## config.mk

```make
export PLATFORM = sky130hd
export DESIGN_NAME = pci64_wr_target
export DESIGN_NICKNAME = d
export VERILOG_FILES = /design/src/rtl/pci64_pkg.sv /design/src/rtl/pci64_bar_decode.sv /design/src/rtl/pci64_tgt_ctrl.sv /design/src/rtl/pci64_burst_addr.sv /design/src/rtl/pci64_wr_pipe.sv /design/src/rtl/pci64_wr_target.sv
export SDC_FILE = /design/constraint.sdc
export NUM_CORES = 1
export LEC_CHECK = 0
export ABC_AREA = 1
export CAP_MARGIN = 15
export CORE_AREA = 3 3 133 135
export CTS_BUF_LIST = sky130_fd_sc_hd__clkbuf_8
export CTS_CLUSTER_DIAMETER = 80
export CTS_CLUSTER_SIZE = 30
export DETAILED_ROUTE_END_ITERATION = 16
export DIE_AREA = 0 0 136 138
export HOLD_SLACK_MARGIN = 0.08
export PLACE_DENSITY = 0.93
export SYNTH_ARGS = -nofsm -noshare
export SYNTH_HDL_FRONTEND = slang
export SYNTH_HIERARCHICAL = 1
export SYNTH_SLANG_ARGS = --single-unit
```

## constraint.sdc

```tcl
create_clock -name clk -period 3 [get_ports clk]
set_input_delay 0.6 -clock clk [delete_from_list [all_inputs] [get_ports clk]]
set_output_delay 0.6 -clock clk [all_outputs]
set_load 0.03 [all_outputs]
```

## src/rtl/pci64_pkg.sv

```systemverilog
package pci64_pkg;
  typedef enum logic [1:0] {
    ST_IDLE  = 2'd0,
    ST_START = 2'd1,
    ST_DATA  = 2'd2,
    ST_SKIP  = 2'd3
  } tgt_state_e;

  localparam logic [3:0] CMD_MEM_WRITE = 4'b0111;
  localparam int unsigned BUS_BYTES = 8;
  localparam int unsigned HALF_BYTES = 4;
endpackage

```

## src/rtl/pci64_bar_decode.sv

```systemverilog
module pci64_bar_decode #(
  parameter int unsigned BAR_BITS = 12,
  localparam int unsigned AW = BAR_BITS - 2
) (
  input  logic [31:0]   addr,
  input  logic [3:0]    cmd,
  input  logic          req64_n,
  input  logic [31:0]   bar_base,
  output logic          claim,
  output logic [AW-1:0] start_word
);
  import pci64_pkg::*;

  localparam logic [31:0] WIN_MASK = 32'((64'd1 << BAR_BITS) - 64'd1);

  logic base_hit;
  logic cmd_ok;
  logic [31:0] offset;

  // compare only the bits above the window
  assign base_hit = ((addr ^ bar_base) & ~WIN_MASK) == 32'd0;
  assign cmd_ok   = (cmd == CMD_MEM_WRITE) && !req64_n;
  assign claim    = base_hit && cmd_ok;

  assign offset     = addr & WIN_MASK;
  assign start_word = AW'(offset >> 2);
endmodule

```

## src/rtl/pci64_tgt_ctrl.sv

```systemverilog
module pci64_tgt_ctrl (
  input  logic clk,
  input  logic rst_n,
  input  logic frame_n,
  input  logic irdy_n,
  input  logic claim,
  output logic load,
  output logic start,
  output logic push,
  output logic push_last,
  output logic devsel_n,
  output logic trdy_n,
  output logic ack64_n
);
  import pci64_pkg::*;

  tgt_state_e st_q, st_d;
  logic frame_q;
  logic addr_phase;

  // an address phase is FRAME# falling from an idle bus
  assign addr_phase = (st_q == ST_IDLE) && !frame_n && frame_q;
  assign load       = addr_phase && claim;

  always_comb begin
    st_d = st_q;
    unique case (st_q)
      ST_IDLE:  if (addr_phase) st_d = claim ? ST_START : ST_SKIP;
      ST_START: st_d = ST_DATA;
      ST_DATA:  if (!irdy_n && frame_n) st_d = ST_IDLE;
      ST_SKIP:  if (frame_n && irdy_n) st_d = ST_IDLE;
      default:  st_d = ST_IDLE;
    endcase
  end

  always_ff @(posedge clk) begin
    if (!rst_n) begin
      st_q    <= ST_IDLE;
      frame_q <= 1'b1;
    end else begin
      st_q    <= st_d;
      frame_q <= frame_n;
    end
  end

  assign start     = (st_q == ST_START);
  assign devsel_n  = (st_q != ST_DATA);
  assign trdy_n    = (st_q != ST_DATA);
  assign ack64_n   = (st_q != ST_DATA);
  assign push      = (st_q == ST_DATA) && !irdy_n;
  assign push_last = push && frame_n;
endmodule

```

## src/rtl/pci64_burst_addr.sv

```systemverilog
module pci64_burst_addr #(
  parameter int unsigned AW = 10
) (
  input  logic          clk,
  input  logic          rst_n,
  input  logic          load,
  input  logic [AW-1:0] start_word,
  input  logic          step,
  output logic [AW-1:0] word_addr
);
  localparam logic [AW-1:0] STRIDE = AW'(2);

  logic [AW-1:0] cnt_q;

  always_ff @(posedge clk) begin
    if (!rst_n) begin
      cnt_q <= '0;
    end else if (load) begin
      cnt_q <= {start_word[AW-1:1], 1'b0};
    end else if (step) begin
      cnt_q <= cnt_q + STRIDE;
    end
  end

  assign word_addr = cnt_q;
endmodule

```

## src/rtl/pci64_wr_pipe.sv

```systemverilog
module pci64_wr_pipe #(
  parameter int unsigned LAT = 3,
  parameter int unsigned AW  = 10,
  localparam int unsigned W  = 1 + AW + 8 + 64
) (
  input  logic          clk,
  input  logic          rst_n,
  input  logic          in_vld,
  input  logic          in_last,
  input  logic [AW-1:0] in_addr,
  input  logic [7:0]    in_ben,
  input  logic [63:0]   in_data,
  output logic          out_vld,
  output logic          out_last,
  output logic [AW-1:0] out_addr,
  output logic [7:0]    out_ben,
  output logic [63:0]   out_data
);
  logic [LAT-1:0] vld_q;
  logic [W-1:0]   stg_q [LAT];
  logic [W-1:0]   in_word;

  assign in_word = {in_last, in_addr, in_ben, in_data};

  always_ff @(posedge clk) begin
    if (!rst_n) begin
      vld_q <= '0;
      for (int s = 0; s < int'(LAT); s++) stg_q[s] <= '0;
    end else begin
      vld_q[0] <= in_vld;
      stg_q[0] <= in_word;
      for (int s = 1; s < int'(LAT); s++) begin
        vld_q[s] <= vld_q[s-1];
        stg_q[s] <= stg_q[s-1];
      end
    end
  end

  assign out_vld = vld_q[LAT-1];
  assign {out_last, out_addr, out_ben, out_data} = stg_q[LAT-1];
endmodule

```

## src/rtl/pci64_wr_target.sv

```systemverilog
module pci64_wr_target #(
  parameter int unsigned BAR_BITS = 12,
  parameter int unsigned PIPE_LAT = 3,
  localparam int unsigned AW = BAR_BITS - 2
) (
  input  logic          clk,
  input  logic          rst_n,
  input  logic [31:0]   bar_base,
  input  logic          frame_n,
  input  logic          irdy_n,
  input  logic          req64_n,
  input  logic [3:0]    cbe_lo,
  input  logic [3:0]    cbe_hi,
  input  logic [63:0]   ad,
  output logic          devsel_n,
  output logic          trdy_n,
  output logic          ack64_n,
  output logic          be_start_lo,
  output logic          be_start_hi,
  output logic          be_wr_lo,
  output logic          be_wr_hi,
  output logic [AW-1:0] be_addr,
  output logic [63:0]   be_data,
  output logic [7:0]    be_ben,
  output logic          be_done
);
  import pci64_pkg::*;

  logic          claim, load, start, push, push_last;
  logic [AW-1:0] start_word, word_addr;
  logic          out_vld, out_last;
  logic [1:0]    half_wr;
  logic          done_q;
  logic [7:0]    bus_ben;

  pci64_bar_decode #(.BAR_BITS(BAR_BITS)) u_dec (
    .addr(ad[31:0]), .cmd(cbe_lo), .req64_n(req64_n), .bar_base(bar_base),
    .claim(claim), .start_word(start_word)
  );

  pci64_tgt_ctrl u_ctrl (
    .clk(clk), .rst_n(rst_n), .frame_n(frame_n), .irdy_n(irdy_n),
    .claim(claim), .load(load), .start(start), .push(push),
    .push_last(push_last), .devsel_n(devsel_n), .trdy_n(trdy_n),
    .ack64_n(ack64_n)
  );

  pci64_burst_addr #(.AW(AW)) u_addr (
    .clk(clk), .rst_n(rst_n), .load(load), .start_word(start_word),
    .step(push), .word_addr(word_addr)
  );

  assign bus_ben = ~{cbe_hi, cbe_lo};

  pci64_wr_pipe #(.LAT(PIPE_LAT), .AW(AW)) u_pipe (
    .clk(clk), .rst_n(rst_n), .in_vld(push), .in_last(push_last),
    .in_addr(word_addr), .in_ben(bus_ben), .in_data(ad),
    .out_vld(out_vld), .out_last(out_last), .out_addr(be_addr),
    .out_ben(be_ben), .out_data(be_data)
  );

  // one strobe per 32-bit half, only when that half has a live lane
  for (genvar h = 0; h < 2; h++) begin : g_half
    assign half_wr[h] = out_vld && (|be_ben[h*HALF_BYTES +: HALF_BYTES]);
  end

  always_ff @(posedge clk) begin
    if (!rst_n) done_q <= 1'b0;
    else        done_q <= out_vld && out_last;
  end

  assign be_wr_lo    = half_wr[0];
  assign be_wr_hi    = half_wr[1];
  assign be_start_lo = start;
  assign be_start_hi = start;
  assign be_done     = done_q;
endmodule

```

# After elaboration in Yosys (flattened, before gate mapping)
# Memory sizes are Yosys's and may differ from the RTL's.
# Cells that the tools add are included.
classes:
  n_bitwise: 6
  n_reduce_logical: 22
  n_eq_ne: 8
  n_mux: 12
  add_sub_neg: 1
op_table:
  columns: ["cell", "n"]
  rows:
  - ["83-bit 2-to-1 mux", 3]
  - ["32-bit zero test", 1]
  - ["32-bit XOR", 1]
  - ["10-bit 2-to-1 mux", 2]
  - ["1-bit logical AND", 12]
  - ["10-bit by 2-bit adder with 10-bit output, second input constant", 1]
  - ["2-bit 2-to-1 mux", 4]
  - ["8-bit inverter", 1]
  - ["2-bit one-hot mux with 4 select lines", 1]
  - ["4-bit OR reduction", 2]
  - ["2-bit by 1-bit != test with 1-bit output, second input constant", 3]
  - ["2-bit equality test, second input constant", 2]
  - ["4-bit by 3-bit equality test with 1-bit output, second input constant", 1]
  - ["1-bit zero test", 3]
  - ["1-bit OR", 3]
  - ["3-bit AND reduction", 1]
  - ["2-bit by 1-bit equality test with 1-bit output, second input constant", 1]
  - ["2-bit zero test", 1]
  - ["1-bit 2-to-1 mux", 2]
  - ["2-bit != test, second input constant", 1]
  - ["2-bit nonzero test", 1]
  - ["2-bit OR reduction", 1]
  - ["1-bit inverter", 1]
totals:
  input_bits: 109
  ram_bits: 249
  memories: 1
  word_cells: 56
  ff_bits: 17
mem_list:
  columns: ["memory", "words", "width", "read_ports", "rd_clocked_by_memory_dff", "wr", "line_no", "text"]
  rows:
  - ["u_pipe.stg_q", 3, 83, 3, 0, 3, "pci64_wr_pipe.sv:20", "logic [W-1:0] stg_q [LAT];"]

# Depth between registers and ports, before layout
depth:
  ltp_word: 6
  depth_mapped: 18
  mapped_depth_nobuf: 17

# Cells and area by module
# Netlist, hierarchy kept.
modules_own_cells:
  columns: ["mod", "seq_area_each_um2", "area_per_inst_um2", "cells_each", "n_inst"]
  rows:
  - ["pci64_wr_pipe", 5044.8, 7820.0, 866, 1]
  - ["pci64_burst_addr", 180.2, 565.5, 81, 1]
  - ["pci64_bar_decode", 0.0, 478.0, 112, 1]
  - ["pci64_tgt_ctrl", 60.1, 181.4, 31, 1]
  - ["pci64_wr_target", 20.0, 93.8, 18, 1]

# Least setup slack after synthesis
# No wires, ideal clock.
synth_path:
  path_kind: "in2reg"
  from: "input port cbe_lo[3]"
  to: "register u_addr.cnt_q[2], in the netlist u_addr/word_addr[2]"
  setup_time_ns: 0.109
  arrival_ns: 1.812
  stages: 17
  setup_slack_ns: 1.080
  t_required_ns: 2.891
  n_path_buf: 1
  path_cell_list: "nor2_1 > nand2_1 > nor2_1 > nand2_1 > nor2_1 > nand2_1 > nor2_2 > inv_1 > nor2_1 > buf_6 > clkinv_2 > nand2_2 > inv_1 > nand2_1 > nand3_1 > nand2_1 > inv_1"
synth_between:
  elab_chain_cells: 5
  word_cells_on_any_way: 6
  cone_classes: "1 x eq/ne; 1 x mux; 4 x reduce/logical"
synth_lines:
  columns: ["element", "line_no", "text"]
  rows:
  - ["start: declaration", "pci64_wr_target.sv:12", "input logic [3:0] cbe_lo,"]
  - ["4-bit by 3-bit equality test with 1-bit output *", "pci64_bar_decode.sv:22", "assign cmd_ok = (cmd == CMD_MEM_WRITE) && !req64_n;"]
  - ["1-bit logical AND *", "pci64_bar_decode.sv:22", null]
  - ["1-bit logical AND *", "pci64_bar_decode.sv:23", "assign claim = base_hit && cmd_ok;"]
  - ["named net claim", "pci64_wr_target.sv:29", "logic claim, load, start, push, push_last;"]
  - ["1-bit logical AND *", "pci64_tgt_ctrl.sv:23", "assign load = addr_phase && claim;"]
  - ["named net load", "pci64_wr_target.sv:29", null]
  - ["10-bit 2-to-1 mux or 2-bit nonzero test (tied branches)", null, null]
  - ["end signal: assignment", "pci64_burst_addr.sv:19", "cnt_q <= {start_word[AW-1:1], 1'b0};"]
  - ["end signal: assignment", "pci64_burst_addr.sv:21", "cnt_q <= cnt_q + STRIDE;"]
  - ["end: declaration", "pci64_burst_addr.sv:13", "logic [AW-1:0] cnt_q;"]
# The timed path passes the listed nets; every way through them passes the cells marked *.
# A chain may end at the register's enable or synchronous reset.

# Worst setup path after layout
layout_path:
  from: "register u_ctrl.st_q[0]"
  to: "output port be_start_hi"
layout_between:
  elab_chain_cells: 1
layout_lines:
  columns: ["element", "line_no", "text"]
  rows:
  - ["start: declaration", "pci64_tgt_ctrl.sv:17", "tgt_state_e st_q, st_d;"]
  - ["start signal: assignment", "pci64_tgt_ctrl.sv:41", "st_q <= st_d;"]
  - ["2-bit by 1-bit equality test with 1-bit output", "pci64_tgt_ctrl.sv:46", "assign start = (st_q == ST_START);"]
  - ["end: declaration", "pci64_wr_target.sv:19", "output logic be_start_hi,"]
# Every way passes these cells.

==> metrics <==
status=finished clean; Initial Util=between 50% and 60%; Placer Congestion=0.830; Arr. time, crit path=1790 ps; crit-path max cell delay=690 ps; period utilization=between 70% and 80%; worst min path class=register to register; Leak=6.16 nW; Cell Chain, Critical Path=inv_1 > nor2_1 > clkdlybuf4s50_1; Final nets=1301; critical path's slowest cell=clkdlybuf4s50_1; Slew Limit Fails=0; final wirelength=15500 um; Die W=136 um; number of global-route vias before repair=between 5000 and 6000; CP top delay family=buffers and inverters; Rows=47; CTS Buf Count=12; Netlist Area Pre-Place=0.00913 mm2; PortBufs=about 190; CTS Hold Bufs=0; fin util=63.6%; kind of start point of the critical path=register; Clock Tree Buf Depth=3; Setup Viol. Count Final=0; Crit. End Element=output port; H-tree levels=1; CP max FO=3; setup bufs post-CTS=0; Vias=5709; placed cell area=around 0.010 mm2; diode count=0; vias per inst=around 4; Final ANT Viol Nets=0; first-pass GRT wire length=24700 um; largest net degree at the start of global routing=84; power per cell area=between 500 and 600 mW/mm2; Post-Syn Instances=between 1000 and 1500; Global Route Usage Sum=16.1%; CORE AREA=~0.017 mm2; IO Count=199; root buf cell=clkbuf_8; net count after synthesis=1217; post-CTS sizing=0; Worst path depth=3; initial drt markers=327; CTS tree=done; Max Cap Viol=0; minimum clock period=approximately 2400 ps; depth of the most critical reg-to-reg path=8; CP Data Required Time=~2400 ps; layout cell share with drive strength beyond 1=3.11%; kind of critical path=register to output port; grt ovf=0; die height=138 um; Syn-to-layout area delta=15.6%; hold_ws=418 ps; total negative slack=0 ps; Clock Skews=16.6 ps; Worst VDD drop=around 270 uV; Post-route DRC=0; Cells on Worst Hold Path=2; CTS sink count=265; RSZ-0062 raised after global routing=no; wire per inst=about 11 um; Hold Vio Cnt, Final=0; clock transition at the registers of the reported paths=150 ps; design area=0.0106 mm2; fmax=0.418 GHz; post-DP HPWL=about 12000 um; Initial DRT Pass Iterations=6; clock latency on the worst-skew pair=510 ps; Die ar.=0.0188 mm2; YS warnings=6; initial antenna violation count=0; Bufs and invs on worst path=2; syn_area_per_cell=8.25 um2
layer usage:
metal  vias to the layer above  global-route usage (%)  share of wire, %
li1                       3119                       -                 -
met1                      2402                    18.6                41
met2                       154                    29.6                51
met3                        34                    2.47               4.5
met4                         0                    5.78               3.2
met5                         -                       0                 0
layout make-up:
cell class                 count  area, um2
clock buffer                  13        179
sequential                   265       5310
tap                          220        275
fill                        1352       6030
clock inverter                 1       7.51
multi-input combinational    414       1690
timing repair buffer         194       1950
inverter                     304       1140
tightest hold or removal path, cell delays in order, from the launching register on:
cell and delay [ps]:
dfxtp_1 320, nand2_1 50, inv_1 30
layout by cell type (no fill, tap or decap), drive strengths merged, types with 3 or more instances in the layout:
master	n
a21oi	13
a22oi	6
buf	8
clkbuf	14
clkdlybuf4s50	185
dfxtp	265
inv	303
nand2	326
nand3	11
nor2	42
o21ai	6
xor2	3
state kept, by name (all words and copies together), names as in the netlist:
name              cells
u_pipe/stg_q        249
u_pipe/vld_q          3
u_addr/word_addr      9
u_ctrl/frame_q        1
be_done               1
u_ctrl/st_q           2
stage by stage:
step,worst slack (ps),power [mW],std cells
finish,608,5.57,1411
global route,492,5.83,1411
CTS,570,5.64,1411
detailed placement,186,4.32,1397
global placement,243,4.30,1397
floorplan,1080,4.12,1107
path summary, 6_finish.rpt:
path | slack (ps) | endpoint | startpoint
setup / recovery | 610 | be_start_hi | u_ctrl/st_q[0]
hold / removal | 420 | u_pipe/stg_q[0][213] | u_pipe/stg_q[0][130]
setup reg to reg | 1410 | u_addr/word_addr[4] | u_ctrl/st_q[0]
hold reg to reg | 420 | u_pipe/stg_q[0][213] | u_pipe/stg_q[0][130]
report_power, final:
part / internal, mW / switching, mW / total (mW)
clock: 0.401 / 0.929 / 1.33
sequential: 3.65 / 0.0402 / 3.69
combinational: 0.254 / 0.294 / 0.548
total: 4.31 / 1.26 / 5.57
Power figures use the tool's default switching activity.
